`src/rtl/synth_i2c_pkg.sv`:
```
package synth_i2c_pkg;
  localparam int BYTE_W = 8;
  localparam int DIV_W  = 2 * BYTE_W;
  localparam int CNT_W  = $clog2(BYTE_W + 1);

  localparam logic [5:0] DEV_ID_FIXED  = 6'b110010;
  localparam logic [1:0] GRP_REF_CODE  = 2'b01;
  localparam logic [1:0] GRP_MAIN_CODE = 2'b11;

  localparam int REF_BURST  = 3;
  localparam int MAIN_BURST = 2;

  typedef enum logic [2:0] {
    BS_IDLE,
    BS_ADDR,
    BS_SUB,
    BS_DATA,
    BS_IGNORE
  } bus_state_t;

  typedef enum logic [2:0] {
    WS_STATUS,
    WS_REF_HI,
    WS_REF_LO,
    WS_MAIN_HI,
    WS_MAIN_LO
  } wr_sel_t;
endpackage

```
`src/rtl/i2c_line_sync.sv`:
```
module i2c_line_sync #(
  parameter int STAGES = 2
) (
  input  logic clk,
  input  logic rst_n,
  input  logic scl_i,
  input  logic sda_i,
  output logic scl_lvl,
  output logic scl_rise,
  output logic scl_fall,
  output logic start_det,
  output logic stop_det
);
  localparam int NLINES = 2;

  logic [NLINES-1:0] raw;
  logic [NLINES-1:0] synced;
  logic [NLINES-1:0] prev;

  assign raw = {scl_i, sda_i};

  for (genvar g = 0; g < NLINES; g++) begin : g_line
    logic [STAGES-1:0] chain;
    always_ff @(posedge clk or negedge rst_n) begin
      if (!rst_n) chain <= '1;
      else        chain <= {chain[STAGES-2:0], raw[g]};
    end
    assign synced[g] = chain[STAGES-1];
  end

  always_ff @(posedge clk or negedge rst_n) begin
    if (!rst_n) prev <= '1;
    else        prev <= synced;
  end

  logic scl_s, sda_s, scl_p, sda_p;
  assign scl_s = synced[1];
  assign sda_s = synced[0];
  assign scl_p = prev[1];
  assign sda_p = prev[0];

  assign scl_lvl   = scl_s;
  assign scl_rise  = scl_s & ~scl_p;
  assign scl_fall  = ~scl_s & scl_p;
  assign start_det = scl_s & scl_p & sda_p & ~sda_s;
  assign stop_det  = scl_s & scl_p & ~sda_p & sda_s;
endmodule

```
`src/rtl/i2c_ctrl_fsm.sv`:
```
module i2c_ctrl_fsm
  import synth_i2c_pkg::*;
(
  input  logic              clk,
  input  logic              rst_n,
  input  logic              addr_sel_i,
  input  logic              scl_lvl,
  input  logic              scl_rise,
  input  logic              scl_fall,
  input  logic              start_det,
  input  logic              stop_det,
  input  logic              sda_in,
  output logic              sda_oe,
  output logic              wr_en,
  output wr_sel_t           wr_sel,
  output logic [BYTE_W-1:0] wr_data
);
  bus_state_t        st;
  logic [BYTE_W-1:0] shreg;
  logic [CNT_W-1:0]  bit_cnt;
  logic [1:0]        byte_idx;
  logic              grp_main;
  logic              ack_q;

  logic       active, eval, accept;
  bus_state_t nxt_st;
  logic [1:0] nxt_idx;
  logic       nxt_grp;
  wr_sel_t    sel_c;

  assign active = (st == BS_ADDR) || (st == BS_SUB) || (st == BS_DATA);
  assign eval   = active && !ack_q && scl_fall && (bit_cnt == CNT_W'(BYTE_W))
                  && !start_det && !stop_det;

  always_comb begin
    accept  = 1'b0;
    nxt_st  = st;
    nxt_idx = byte_idx;
    nxt_grp = grp_main;
    sel_c   = WS_STATUS;
    case (st)
      BS_ADDR: begin
        if (shreg[7:2] == DEV_ID_FIXED && shreg[1] == addr_sel_i && !shreg[0]) begin
          accept = 1'b1;
          nxt_st = BS_SUB;
        end
      end
      BS_SUB: begin
        if (shreg[3:2] == GRP_REF_CODE) begin
          accept  = 1'b1;
          nxt_st  = BS_DATA;
          nxt_idx = 2'd0;
          nxt_grp = 1'b0;
        end else if (shreg[3:2] == GRP_MAIN_CODE) begin
          accept  = 1'b1;
          nxt_st  = BS_DATA;
          nxt_idx = 2'd0;
          nxt_grp = 1'b1;
        end
      end
      BS_DATA: begin
        if (!grp_main) begin
          accept = (int'(byte_idx) < REF_BURST);
          case (byte_idx)
            2'd0:    sel_c = WS_STATUS;
            2'd1:    sel_c = WS_REF_HI;
            default: sel_c = WS_REF_LO;
          endcase
        end else begin
          accept = (int'(byte_idx) < MAIN_BURST);
          sel_c  = (byte_idx == 2'd0) ? WS_MAIN_HI : WS_MAIN_LO;
        end
        if (accept) nxt_idx = byte_idx + 2'd1;
      end
      default: ;
    endcase
  end

  always_ff @(posedge clk or negedge rst_n) begin
    if (!rst_n) begin
      st       <= BS_IDLE;
      shreg    <= '0;
      bit_cnt  <= '0;
      byte_idx <= '0;
      grp_main <= 1'b0;
      ack_q    <= 1'b0;
    end else if (start_det) begin
      st      <= BS_ADDR;
      bit_cnt <= '0;
      ack_q   <= 1'b0;
    end else if (stop_det) begin
      st    <= BS_IDLE;
      ack_q <= 1'b0;
    end else if (ack_q) begin
      if (scl_fall) begin
        ack_q   <= 1'b0;
        bit_cnt <= '0;
      end
    end else if (active) begin
      if (scl_rise && bit_cnt < CNT_W'(BYTE_W)) begin
        shreg   <= {shreg[BYTE_W-2:0], sda_in};
        bit_cnt <= bit_cnt + 1'b1;
      end else if (eval) begin
        if (accept) begin
          ack_q    <= 1'b1;
          st       <= nxt_st;
          byte_idx <= nxt_idx;
          grp_main <= nxt_grp;
        end else begin
          st <= BS_IGNORE;
        end
      end
    end
  end

  assign sda_oe  = ack_q;
  assign wr_en   = eval && accept && (st == BS_DATA);
  assign wr_sel  = sel_c;
  assign wr_data = shreg;

  AST_ACK_SCL_LOW: assert property (@(posedge clk) disable iff (!rst_n)
    $rose(ack_q) |-> !scl_lvl);
  AST_ACK_ONLY_SELECTED: assert property (@(posedge clk) disable iff (!rst_n)
    ack_q |-> (st == BS_SUB || st == BS_DATA));
  AST_WRITE_ACKED: assert property (@(posedge clk) disable iff (!rst_n)
    wr_en |=> ack_q);
  AST_IGNORE_SILENT: assert property (@(posedge clk) disable iff (!rst_n)
    (st == BS_IGNORE || st == BS_IDLE) |-> !wr_en);
endmodule

```
`src/rtl/synth_reg_bank.sv`:
```
module synth_reg_bank
  import synth_i2c_pkg::*;
(
  input  logic              clk,
  input  logic              rst_n,
  input  logic              wr_en,
  input  wr_sel_t           wr_sel,
  input  logic [BYTE_W-1:0] wr_data,
  output logic [BYTE_W-1:0] status_o,
  output logic [DIV_W-1:0]  ref_div_o,
  output logic [DIV_W-1:0]  main_div_o
);
  logic [BYTE_W-1:0] ref_hi_q;
  logic [BYTE_W-1:0] main_hi_q;

  always_ff @(posedge clk or negedge rst_n) begin
    if (!rst_n) begin
      status_o   <= '0;
      ref_div_o  <= '0;
      main_div_o <= '0;
      ref_hi_q   <= '0;
      main_hi_q  <= '0;
    end else if (wr_en) begin
      case (wr_sel)
        WS_STATUS:  status_o   <= wr_data;
        WS_REF_HI:  ref_hi_q   <= wr_data;
        WS_REF_LO:  ref_div_o  <= {ref_hi_q, wr_data};
        WS_MAIN_HI: main_hi_q  <= wr_data;
        WS_MAIN_LO: main_div_o <= {main_hi_q, wr_data};
        default: ;
      endcase
    end
  end

  AST_REF_ATOMIC: assert property (@(posedge clk) disable iff (!rst_n)
    !$stable(ref_div_o) |-> $past(wr_en && wr_sel == WS_REF_LO));
  AST_MAIN_ATOMIC: assert property (@(posedge clk) disable iff (!rst_n)
    !$stable(main_div_o) |-> $past(wr_en && wr_sel == WS_MAIN_LO));
  AST_STATUS_ONLY: assert property (@(posedge clk) disable iff (!rst_n)
    !$stable(status_o) |-> $past(wr_en && wr_sel == WS_STATUS));
endmodule

```
`src/rtl/synth_ctrl_i2c.sv`:
```
module synth_ctrl_i2c
  import synth_i2c_pkg::*;
#(
  parameter int SYNC_STAGES = 2
) (
  input  logic              clk,
  input  logic              rst_n,
  input  logic              scl_i,
  input  logic              sda_i,
  input  logic              addr_sel_i,
  output logic              sda_oe_o,
  output logic [BYTE_W-1:0] status_o,
  output logic [DIV_W-1:0]  ref_div_o,
  output logic [DIV_W-1:0]  main_div_o
);
  logic scl_lvl, scl_rise, scl_fall, start_det, stop_det;
  logic sda_s;
  logic wr_en;
  wr_sel_t wr_sel;
  logic [BYTE_W-1:0] wr_data;

  i2c_line_sync #(.STAGES(SYNC_STAGES)) u_sync (
    .clk       (clk),
    .rst_n     (rst_n),
    .scl_i     (scl_i),
    .sda_i     (sda_i),
    .scl_lvl   (scl_lvl),
    .scl_rise  (scl_rise),
    .scl_fall  (scl_fall),
    .start_det (start_det),
    .stop_det  (stop_det)
  );

  logic [SYNC_STAGES-1:0] sda_chain;
  always_ff @(posedge clk or negedge rst_n) begin
    if (!rst_n) sda_chain <= '1;
    else        sda_chain <= {sda_chain[SYNC_STAGES-2:0], sda_i};
  end
  assign sda_s = sda_chain[SYNC_STAGES-1];

  i2c_ctrl_fsm u_fsm (
    .clk        (clk),
    .rst_n      (rst_n),
    .addr_sel_i (addr_sel_i),
    .scl_lvl    (scl_lvl),
    .scl_rise   (scl_rise),
    .scl_fall   (scl_fall),
    .start_det  (start_det),
    .stop_det   (stop_det),
    .sda_in     (sda_s),
    .sda_oe     (sda_oe_o),
    .wr_en      (wr_en),
    .wr_sel     (wr_sel),
    .wr_data    (wr_data)
  );

  synth_reg_bank u_bank (
    .clk        (clk),
    .rst_n      (rst_n),
    .wr_en      (wr_en),
    .wr_sel     (wr_sel),
    .wr_data    (wr_data),
    .status_o   (status_o),
    .ref_div_o  (ref_div_o),
    .main_div_o (main_div_o)
  );
endmodule

```
`config.mk`:
```
export PLATFORM = sky130hd
export DESIGN_NAME = synth_ctrl_i2c
export DESIGN_NICKNAME = d
export VERILOG_FILES = /design/src/rtl/synth_i2c_pkg.sv /design/src/rtl/i2c_line_sync.sv /design/src/rtl/i2c_ctrl_fsm.sv /design/src/rtl/synth_reg_bank.sv /design/src/rtl/synth_ctrl_i2c.sv
export SDC_FILE = /design/constraint.sdc
export NUM_CORES = 1
export LEC_CHECK = 0
export CAP_MARGIN = 25
export CORE_ASPECT_RATIO = 1.25
export CORE_UTILIZATION = 40
export CTS_BUF_LIST = sky130_fd_sc_hd__clkbuf_16
export CTS_CLUSTER_DIAMETER = 40
export CTS_CLUSTER_SIZE = 16
export DETAILED_ROUTE_END_ITERATION = 10
export SLEW_MARGIN = 20
export SYNTH_ARGS = -nofsm -noshare
export SYNTH_HDL_FRONTEND = slang
export SYNTH_HIERARCHICAL = 1
export SYNTH_SLANG_ARGS = --single-unit
export TNS_END_PERCENT = 30
```
`constraint.sdc`:
```
create_clock -name clk -period 5.36 [get_ports clk]
set_clock_uncertainty 0.05 [all_clocks]
set_input_delay 1.34 -clock clk [delete_from_list [all_inputs] [get_ports clk]]
set_output_delay 1.34 -clock clk [all_outputs]
set_load 0.1 [all_outputs]
```
==> results list, run 1 <==
- Dividing total power by cell area gives a power density of approximately 330 nW/um2.
* Via count of the first global-routing pass: ~2000
* Share of layout cells above drive strength 1: around 32%
* Total length of routed wires: about 6300 um
- Crit start category: input port
- The final-report hold violation count is 0.
* Cell types with the highest counts after synthesis: sky130_fd_sc_hd__dfrtp_1 (75), sky130_fd_sc_hd__mux2_2 (54), sky130_fd_sc_hd__mux2_1 (12)
- The run finished with clean final reports.
- The count of final max-slew check failures is 0.
* Count of yosys warnings during synthesis: 6
- Width of the die: approximately 85 um
* TritonCTS clock tree: built
- Int Power: 1040 uW
- Row generation in the floorplan step produced 37 rows.
* Count of cell types in the netlist: 46
- Including well taps, the total number of placed cells is approximately 360.
- Post-synthesis sequential element count: 83
- Clock tree synthesis selected as its root buffer the cell sky130_fd_sc_hd__clkbuf_16.
- Global-route wire length before repair: between 10000 and 15000 um
* Number of hold buffers added after cts: 0
* Area added between synthesis and finish: 24.3%
* Maximum fanout along the worst path: 16
- Number of setup violations in the final report: 0
- For this configuration, the core starts out at a cell density of between 40% and 50%.
- The number of antenna diodes in the final layout is 0.
* Total negative slack for setup checks: 0 ps
* Clk buf depth: 2
* Max-capacitance violation count: 0
- In this run, synthesis inferred 0 flip-flops with an integrated enable.
- Detailed-routing iteration count for the pre-antenna-repair pass: 4
* Setup repair after global routing missed its margin: false
* Share of Yosys cell area claimed by the top area cell type: between 50 and 60%
- Worst-path clk slew: roughly 60 ps
* First DRT Iteration DRCs: 96
- Actual transition at the worst max-transition pin: about 990 ps
* Critical path required time: 5520 ps
- Relative contribution of the clock network to total power: about two fifths
* FF-to-FF Start: u_sync/g_line[0].chain[1]
- Power dissipated by switching net loads: 386 uW
* Maximum clock rate: 292 MHz
- In the finished design, the share of the clock period the worst path needs comes to roughly 64%.
- In this run the standard cell core region covers 8330 um2.
* Ratio of routed vias to standard cells: between 5 and 6
- Ranked by total cell area, the synthesized netlist is headed by sky130_fd_sc_hd__dfrtp_1 (54%), sky130_fd_sc_hd__mux2_2 (18%), sky130_fd_sc_hd__dfstp_2 (6.1%).
- Of the total power, the share spent switching nets is a little over a quarter.
- After global routing the overflow that remains totals 0.
* Worst reg-to-reg setup slack: about 2400 ps
- Once detail routing completed, the nets flagged for antenna violations numbered 0.
* Die ar.: 9040 um2
- For this design the top-level I/O count stands at 46.
- The path class of the tightest hold or removal check is reg -> reg.
- Dominant synthesized flop cell: sky130_fd_sc_hd__dfrtp_1
* Number of H-tree levels: 3
* Number of antenna violations at the first check in global routing: 0
* Static leakage power: 0.00195 uW
- Once layout is complete, the cells apart from fillers number roughly 380.
* Type of destination of the critical path: flop
- CTS buffer count: 9
- Entering global routing, the biggest net connects 84 pins.
- Summing the sequential cell areas from Yosys gives between 60% and 70% of the chip area.
* Sink count of the clock tree: 83
* Gp weighted congestion: between 0.7 and 0.8
- Yosys top cell by area: sky130_fd_sc_hd__dfrtp_1
* Cts repair resizes: 0
- Cell with the most instances after synthesis: sky130_fd_sc_hd__dfrtp_1
- The critical path ends at u_bank/ref_div_o[13].
- Port buffering added 45 buffers.
* Power share of the combinational group: approximately 6.3%
- Data arrives at the worst endpoint at ~3600 ps.
- Highest ir drop seen on vdd: about 0.20 mV
* Vertical extent of the die: approximately 110 um
- Total DRC errors in the routed layout: 0
- After synthesis, the share of flip-flops with an asynchronous set or reset is 100%.
- In this run the worst setup path begins at addr_sel_i.
* Crit path kind: in -> reg
* Clock Latency Late Sink: around 330 ps
- Endpoint of the worst register-to-register path: u_bank/ref_div_o[13]
* Netlist area before placement: 3470 um2
- Post-CTS timing repair inserted 0 buffers for setup.
* Cell area reported after detailed placement: 4030 um2
* Drt wl/cell: ~17 um
- Final nets: about 290
- Routed via count: 1988
- In this run, flip-flops and latches consume a little over half of the power.
- After legalization and detailed placement, the total HPWL measured 4040 um.
* Total non-filler cell area in the finished layout: around 4300 um2
* Overall track demand over capacity in global routing: between 10% and 20%
* Synthesized netlist cell count: approximately 230
- Mapped Nets: 235
- Logic depth of the worst register-to-register path: 8
- The routed design could run at a clock period as short as around 3400 ps.
- Each instance of the synthesized netlist takes up on average between 15 and 20 um2.
- Tightest slew margin relative to the limit: between 30% and 40%
[state kept, by name, indices dropped and copies added (netlist names)]
register             count
u_fsm/st                 3
u_sync/g_line.chain      4
u_bank/main_div_o       16
u_fsm/byte_idx           2
u_fsm/grp_main           1
sda_chain                2
u_sync/prev              2
u_fsm/wr_data            8
u_bank/ref_hi_q          8
u_fsm/bit_cnt            4
u_bank/main_hi_q         8
u_bank/ref_div_o        16
u_bank/status_o          8
u_fsm/sda_oe             1
[power groups by stage]
stage	registers (uW)	logic (uW)	clock network, uW
after CTS	773	91.9	583
after floorplan	725	74.3	0
after detailed placement	784	91.4	0
final	770	89.4	565
after global placement	786	89.5	0
after global routing	782	102	612
[area by class of cell]
cell class,instances,area (um2)
clock buffers,9,225
clock inverters,7,53.8
fillers,710,4030
inverters,7,26.3
multi-input cells,128,1320
flip-flops and latches,83,2090
well taps,97,121
repair buffers,48,474
[layout by cell type, fill, tap and decap left out, types with 3 or more instances in the layout]
cell,n
sky130_fd_sc_hd__clkinv_4,3
sky130_fd_sc_hd__mux2_1,12
sky130_fd_sc_hd__mux2_2,54
sky130_fd_sc_hd__buf_4,3
sky130_fd_sc_hd__o21ai_0,3
sky130_fd_sc_hd__nand2_1,4
sky130_fd_sc_hd__and4b_1,3
sky130_fd_sc_hd__inv_1,7
sky130_fd_sc_hd__clkdlybuf4s50_1,44
sky130_fd_sc_hd__nor2b_1,4
sky130_fd_sc_hd__dfstp_2,8
sky130_fd_sc_hd__ha_1,5
sky130_fd_sc_hd__dfrtp_1,75
sky130_fd_sc_hd__clkbuf_16,9
[metal layers]
layer	global-route usage [%]	routed length [um]	up-vias
li1	-	-	924
met1	20.7	3010	1029
met2	23.6	3030	30
met3	3.11	161	5
met4	6.79	70	0
met5	0	0	-
[how the worst min path moves through the flow]
stage / start / end / slack, ps / cells past startpoint
finish: sda_chain[0] / sda_chain[1] / 300 / 0
global placement: u_sync/g_line[0].chain[0] / u_sync/g_line[0].chain[1] / 300 / 0
CTS: sda_chain[0] / sda_chain[1] / 310 / 0
floorplan: sda_chain[0] / sda_chain[1] / 300 / 0
global route: u_sync/g_line[1].chain[0] / u_sync/g_line[1].chain[1] / 310 / 0
detailed placement: sda_chain[0] / sda_chain[1] / 300 / 0
[through the flow]
step / util [%] / power [uW] / worst slack [ps] / hold WS, ps
floorplan: - / 799 / 2270 / 295
global placement: 48.3 / 875 / 1630 / 296
detailed placement: 48.3 / 876 / 1580 / 297
CTS: 51.7 / 1450 / 1930 / 306
global route: 51.7 / 1490 / 1750 / 309
finish: 51.7 / 1430 / 1940 / 305
[worst max-delay path, stage by stage]
cell and delay, ps:
sky130_fd_sc_hd__clkdlybuf4s50_1 470, sky130_fd_sc_hd__xnor2_1 120, sky130_fd_sc_hd__nand4_1 150, sky130_fd_sc_hd__a21o_1 250, sky130_fd_sc_hd__nor2_1 260, sky130_fd_sc_hd__nor4bb_4 330, sky130_fd_sc_hd__buf_4 290, sky130_fd_sc_hd__mux2_2 360
[cells by family after synthesis]
group / share of synthesized area (%)
AOI/OAI and AO/OA: 5.34
xor gates and xnor gates: 0.253
DFF: 60.2
buffers and inverters: 2.56
adders and majority gates: 1.81
muxes: 21.7
and+or+nand+nor: 8.09
Note: power is estimated with default switching activity, not from simulation.
==> inputs of run 2 (changes only) <==
==> constraint.sdc (replaced) <==
create_clock -name clk -period 3.5 [get_ports clk]
set_clock_uncertainty 0.05 [all_clocks]
set_input_delay 0.875 -clock clk [delete_from_list [all_inputs] [get_ports clk]]
set_output_delay 0.875 -clock clk [all_outputs]
set_load 0.1 [all_outputs]
==> results list, run 2 (synthesis results as in run 1) <==
- Routed Antenna Nets: 0
- Hold-critical path endpoint: u_sync/g_line[0].chain[1]
- At the worst endpoint, the required time is approximately 3700 ps.
- TritonCTS clock tree: built
* Crit start category: input port
* Number of standard-cell rows in the floorplan: 37
* Width of the die: ~85 um
- Number of H-tree levels: 3
- The worst register-to-register path has a setup slack of between 500 and 600 ps.
- For the worst-skew pair, the clock arrives at the later sink with an insertion delay of 320 ps.
- Min cycle time layout: just under 3000 ps
* Gp weighted congestion: about 0.76
- The path class of the tightest hold or removal check is reg -> reg.
* Ratio of routed vias to standard cells: approximately 5.2
* Total I/O pin count: 46
- The initial utilization of the core area, before any placement, comes to between 40% and 50%.
- Routed metal-1 wire length: between 2000 and 3000 um
- First DRT Iteration DRCs: 99
- The worst setup path is of the in -> reg kind.
- The tool flagged a number of max-cap violations equal to 0.
* Top Registers: u_bank/main_div_o: 16 flops, u_bank/ref_div_o: 16 flops
- Routed via count: ~2000
- Met2 Wirelength: 3120 um
- The final-report hold violation count is 0.
- Actual transition at the worst max-transition pin: about 860 ps
* Maximum fanout along the worst path: 8
- Setup Fix Bufs, Post-CTS: 0
- Logic depth of the worst register-to-register path: 8
- Final clock period utilization by the worst path: between 80% and 90%
* CTS Root Buffer Type: sky130_fd_sc_hd__clkbuf_16
- Detailed-routing iteration count for the pre-antenna-repair pass: 4
- Tightest slew margin relative to the limit: a little over two fifths
- Total DRC errors in the routed layout: 0
- Highest ir drop seen on vdd: between 0.4 and 0.5 mV
- Via count of the first global-routing pass: 1992
* Share of layout cells above drive strength 1: around 47%
- Hold depth: 0
- FF-to-FF Start: u_sync/g_line[0].chain[1]
* Number of setup violations in the final report: 0
- The placed instances occupy a cell area of 3990 um2.
- Total negative slack for setup checks: 0 ps
- # diodes: 0
* Final HPWL DP: between 4000 and 5000 um
- STA puts the critical path data arrival time at 3120 ps.
- Post-CTS repair changed the size of 0 cells.
* Global-route wire length before repair: approximately 10000 um
- Detailed routing placed a total of approximately 210 um of wire on met3.
- After clock tree synthesis, the clock-pin slew on the worst setup and hold paths is approximately 60 ps.
- Drt wl/cell: ~16 um
* Total length of routed wires: between 6000 and 7000 um
- Number of antenna violations at the first check in global routing: 0
- The finished cells cover between 4000 and 5000 um2.
* PD cells: between 500 and 600 nW/um2
* Overall track demand over capacity in global routing: between 15 and 20%
* Maximum number of pins on one net before global-route repair: 46
- Run status: completed
- Number of hold buffers added after cts: 0
- Input and output buffers added on the ports amount to 45.
- Vertical extent of the die: 106 um
- Die ar.: 9040 um2
- Final nets: 290
- Setup repair after global routing missed its margin: false
- TritonCTS created 9 clock buffers.
* Area added between synthesis and finish: 23.5%
- The floorplan step defined a core boundary enclosing 8330 um2.
- Maximum clock rate: roughly 340 MHz
- The highest layer touched by signal routing is met4.
- Sink count of the clock tree: 83
* Endpoint of the worst register-to-register path: u_bank/ref_hi_q[7]
* Type of destination of the critical path: flop
* Most common cell after layout, fill and taps aside: sky130_fd_sc_hd__dfrtp_1
* Number of cells in the finished layout apart from fillers: around 380
* Clk buf depth: 2
- After detailed placement, the design holds a cell count of 366.
* Filler cell count in the final layout: 738
- The count of final max-slew check failures was 0.
- The total overflow left after global routing is 0.
- Leaving out fill and tap cells, the most frequent cells in the layout are sky130_fd_sc_hd__dfrtp_1 (75), sky130_fd_sc_hd__mux2_2 (54), sky130_fd_sc_hd__buf_4 (45), sky130_fd_sc_hd__mux2_1 (12), sky130_fd_sc_hd__clkbuf_16 (9).
* Worst min-delay path startpoint: u_sync/g_line[0].chain[0]
- Static leakage power: between 0.002 and 0.0025 uW
[run 2: final cells by class]
cell class	count	area [um2]	share of cell area [%]
well taps	97	121	2.84
multi-input cells	128	1320	30.8
flip-flops and latches	83	2090	48.8
inverters	7	26.3	0.614
clock inverters	6	65.1	1.52
clock buffers	9	225	5.26
repair buffers	51	435	10.2
[run 2: how the worst max path moves through the flow]
stage / startpoint / to / slack, ps / cells past startpoint
final: addr_sel_i / u_bank/ref_hi_q[7] / 540 / 8
after floorplan: u_fsm/sda_oe / u_bank/ref_div_o[10] / 730 / 8
after global placement: addr_sel_i / u_bank/ref_div_o[0] / 290 / 8
after detailed placement: addr_sel_i / u_bank/ref_div_o[5] / 260 / 8
after global routing: u_sync/g_line[0].chain[1] / u_bank/ref_div_o[1] / 440 / 8
after CTS: addr_sel_i / u_bank/ref_hi_q[7] / 560 / 8
[run 2: metal layers]
| metal | vias to the layer above | GRT usage (%) |
|---|---|---|
| met5 | - | 0 |
| met4 | 0 | 5.00 |
| met3 | 4 | 4.43 |
| met2 | 42 | 24.3 |
| met1 | 1006 | 20.0 |
| li1 | 940 | - |
[run 2: worst max-delay path, cell delays in order]
cell                              delay [ps]
sky130_fd_sc_hd__clkdlybuf4s50_1         470
sky130_fd_sc_hd__xnor2_1                 120
sky130_fd_sc_hd__nand4_1                 170
sky130_fd_sc_hd__a21o_1                  250
sky130_fd_sc_hd__nor2_1                  260
sky130_fd_sc_hd__nor4bb_1                380
sky130_fd_sc_hd__buf_4                   240
sky130_fd_sc_hd__mux2_2                  350
[run 2: metrics by stage]
stage / hold WS [ps] / utilization, % / setup WS (ps) / total power, uW
3_3_place_gp: 296 / 47.6 / 287 / 1340
3_5_place_dp: 298 / 47.9 / 256 / 1350
6_report: 306 / 51.4 / 540 / 2230
2_1_floorplan: 295 / - / 730 / 1220
5_1_grt: 310 / 51.4 / 442 / 2330
4_1_cts: 307 / 51.4 / 558 / 2270
[run 2: power by group]
| part | leakage [uW] | total, uW | switching [uW] | internal, uW |
|---|---|---|---|---|
| sequential | 0.00111 | 1180 | 155 | 1030 |
| clock | 0.000143 | 905 | 356 | 549 |
| combinational | 0.000820 | 143 | 58.6 | 83.9 |
==> inputs of run 3 (changes only) <==
==> constraint.sdc (replaced) <==
create_clock -name clk -period 2.45 [get_ports clk]
set_clock_uncertainty 0.05 [all_clocks]
set_input_delay 0.6125 -clock clk [delete_from_list [all_inputs] [get_ports clk]]
set_output_delay 0.6125 -clock clk [all_outputs]
set_load 0.1 [all_outputs]
==> results list, run 3 (synthesis results as in run 1) <==
* Run status: completed
- Net switching is roughly 25% of the power.
* Tightest slew margin relative to the limit: about 70%
- After clock tree synthesis, the clock-pin slew on the worst setup and hold paths is around 60 ps.
- The count of nets left with antenna violations once routing finished came out at 0.
- Cell Chain, Critical Path: nor2b_4, and4b_1, o2111ai_4, a21o_1, nor2_4, nor4bb_4, buf_4, clkbuf_16, mux2_4
- Power spread over the standard cell area amounts to 736 nW/um2.
- In this run the critical register-to-register path is captured at u_bank/main_div_o[6].
- Clock Latency Late Sink: approximately 330 ps
- The count of buffers added on input and output ports is 45.
- First DRT Iteration DRCs: 47
- Number of H-tree levels: 3
* Worst min path class: in -> async
* End-of-flow core utilization: a little under three fifths
* Number of setup violations in the final report: 0
- Maximum fanout along the worst path: 8
- The clock passes through at most 2 buffers.
* Die ar.: around 9000 um2
* Width of the die: ~85 um
* Actual transition at the worst max-transition pin: roughly 460 ps
- # diodes: 0
* Top Registers: u_bank/main_div_o: 16 flops, u_bank/ref_div_o: 16 flops
- Crit path kind: reg -> reg
* CTS Root Buffer Type: sky130_fd_sc_hd__clkbuf_16
- Power dissipated by switching net loads: a little under 900 uW
* Detailed-routing iteration count for the pre-antenna-repair pass: 4
* Routed via count: about 2100
* Global-route wire length before repair: 11200 um
- Drt wl/cell: between 15 and 20 um
- The via count of the first global-routing pass came to 2220.
* Number of antenna violations at the first check in global routing: 0
- Final nets: 320
- Type of destination of the critical path: flop
- The core region is between 8000 and 9000 um2.
* Relative contribution of the clock network to total power: about two fifths
* Critical Path Slowest Stage Cell: sky130_fd_sc_hd__dfstp_2
* Area added between synthesis and finish: 35.6%
- After global routing the overflow that remains totals 0.
* Maximum number of pins on one net before global-route repair: 40
- The count of final max-slew check failures is 0.
* Ratio of routed vias to standard cells: a little over 5
* Fraction of power consumed by sequential logic: about 44%
* Gp weighted congestion: 0.773
* Share of layout cells above drive strength 1: between 50% and 60%
* Total I/O pin count: 46
- CTS buffer count: 9
* Leading cell types in the layout, fill and taps excluded: sky130_fd_sc_hd__dfrtp_1 (74), sky130_fd_sc_hd__buf_4 (72), sky130_fd_sc_hd__mux2_2 (34), sky130_fd_sc_hd__mux2_4 (32), sky130_fd_sc_hd__clkbuf_16 (10)
* Worst reg-to-reg setup slack: roughly 12 ps
- Static timing analysis puts the maximum clock frequency at slightly above 400 MHz.
* TritonCTS clock tree: built
- Final HPWL DP: 4590 um
- Total negative slack for setup checks: 0 ps
- Static leakage power: about 0.0023 uW
- The share of total power dissipated in combinational logic is 14.9%.
- Total length of routed wires: 6990 um
- Sink count of the clock tree: just over 80
- STA puts the critical path data arrival time at 2600 ps.
- In this run the cell area measured after placement is ~4200 um2.
* Number of standard-cell rows in the floorplan: 37
- Logic depth of the worst register-to-register path: 9
- Setup repair after global routing missed its margin: true
- Vertical extent of the die: between 100 and 150 um
- Total non-filler cell area in the finished layout: roughly 4700 um2
- Total DRC errors in the routed layout: 0
- Int Power: 2590 uW
- For this run, the slowest stage of the critical path takes between 500 and 600 ps.
- Min cycle time layout: 2440 ps
* Overall track demand over capacity in global routing: roughly 17%
- Data on the critical path is required at its endpoint by between 2000 and 3000 ps.
- Leaving out fill and tap cells, the most frequent cell in the layout is sky130_fd_sc_hd__dfrtp_1.
- IR analysis of the VDD net gives a maximum drop of approximately 0.48 mV.
- Number of hold buffers added after cts: 0
- The worst setup path is launched from a flop.
- Final clock period utilization by the worst path: approximately 100%
* Max-capacitance violation count: 0
- FF-to-FF Start: u_sync/prev[1]
- Final count of hold timing violations: 0
- After filler insertion, the fill cell instance count of the layout stands at 709.
- For this configuration, the core starts out at a cell density of 41.6%.
==> run 3: final cells by class <==
type / count / area [um2] / area share [%]
Tap cell: 97 / 121 / 2.58
Clock buffer: 9 / 225 / 4.79
Sequential cell: 83 / 2090 / 44.4
Inverter: 7 / 26.3 / 0.559
Clock inverter: 7 / 92.6 / 1.97
Timing Repair Buffer: 81 / 672 / 14.3
Multi-Input combinational cell: 128 / 1480 / 31.4
==> run 3: layer usage <==
layer	wire, um	up-vias	GRT usage, %
li1	-	993	-
met1	3190	1075	20.9
met2	3500	35	27.3
met3	160	11	2.72
met4	129	0	8.57
met5	0	-	0
==> run 3: worst max-delay path by stage <==
stage	endpoint	slack [ps]	from
3_3_place_gp	u_bank/ref_hi_q[0]	-340	addr_sel_i
2_1_floorplan	u_bank/main_div_o[10]	-40	u_sync/g_line[0].chain[1]
5_1_grt	u_bank/main_div_o[7]	-70	u_sync/prev[1]
4_1_cts	u_bank/main_div_o[7]	-4	u_sync/g_line[0].chain[1]
3_5_place_dp	u_bank/ref_hi_q[0]	-390	addr_sel_i
6_report	u_bank/main_div_o[6]	10	u_sync/prev[1]
==> run 3: power groups by stage <==
stage	Combinational, uW	Sequential, uW	Clock [uW]
2_1_floorplan	165	1590	0
3_3_place_gp	508	1550	0
3_5_place_dp	514	1550	0
4_1_cts	518	1530	1460
5_1_grt	566	1540	1500
6_report	515	1520	1420
==> run 3: repair_timing <==
action                                 4_1_cts  5_1_grt
cloned                                       1        0
pin swaps                                    4        6
gates resized for setup                      4       18
setup endpoints to repair                   44       48
endpoints found under the hold margin        0        0
setup buffers                                3        3
==> run 3: worst max-delay path: cells and delay by family, from the launching register on <==
family	cells	cell delay (ps)
compound gates	2	360
buf+inv	2	320
flops	1	530
mux	1	290
simple gates	4	770
==> run 3: per-stage QoR <==
step | worst slack, ps | hold slack [ps] | total power, uW | std cells
after floorplan | -39.2 | 267 | 1750 | 225
after global placement | -338 | 297 | 2060 | 390
after detailed placement | -390 | 299 | 2060 | 390
after CTS | -4.07 | 192 | 3500 | 410
after global routing | -72.9 | 216 | 3610 | 412
final | 12.1 | 180 | 3460 | 412
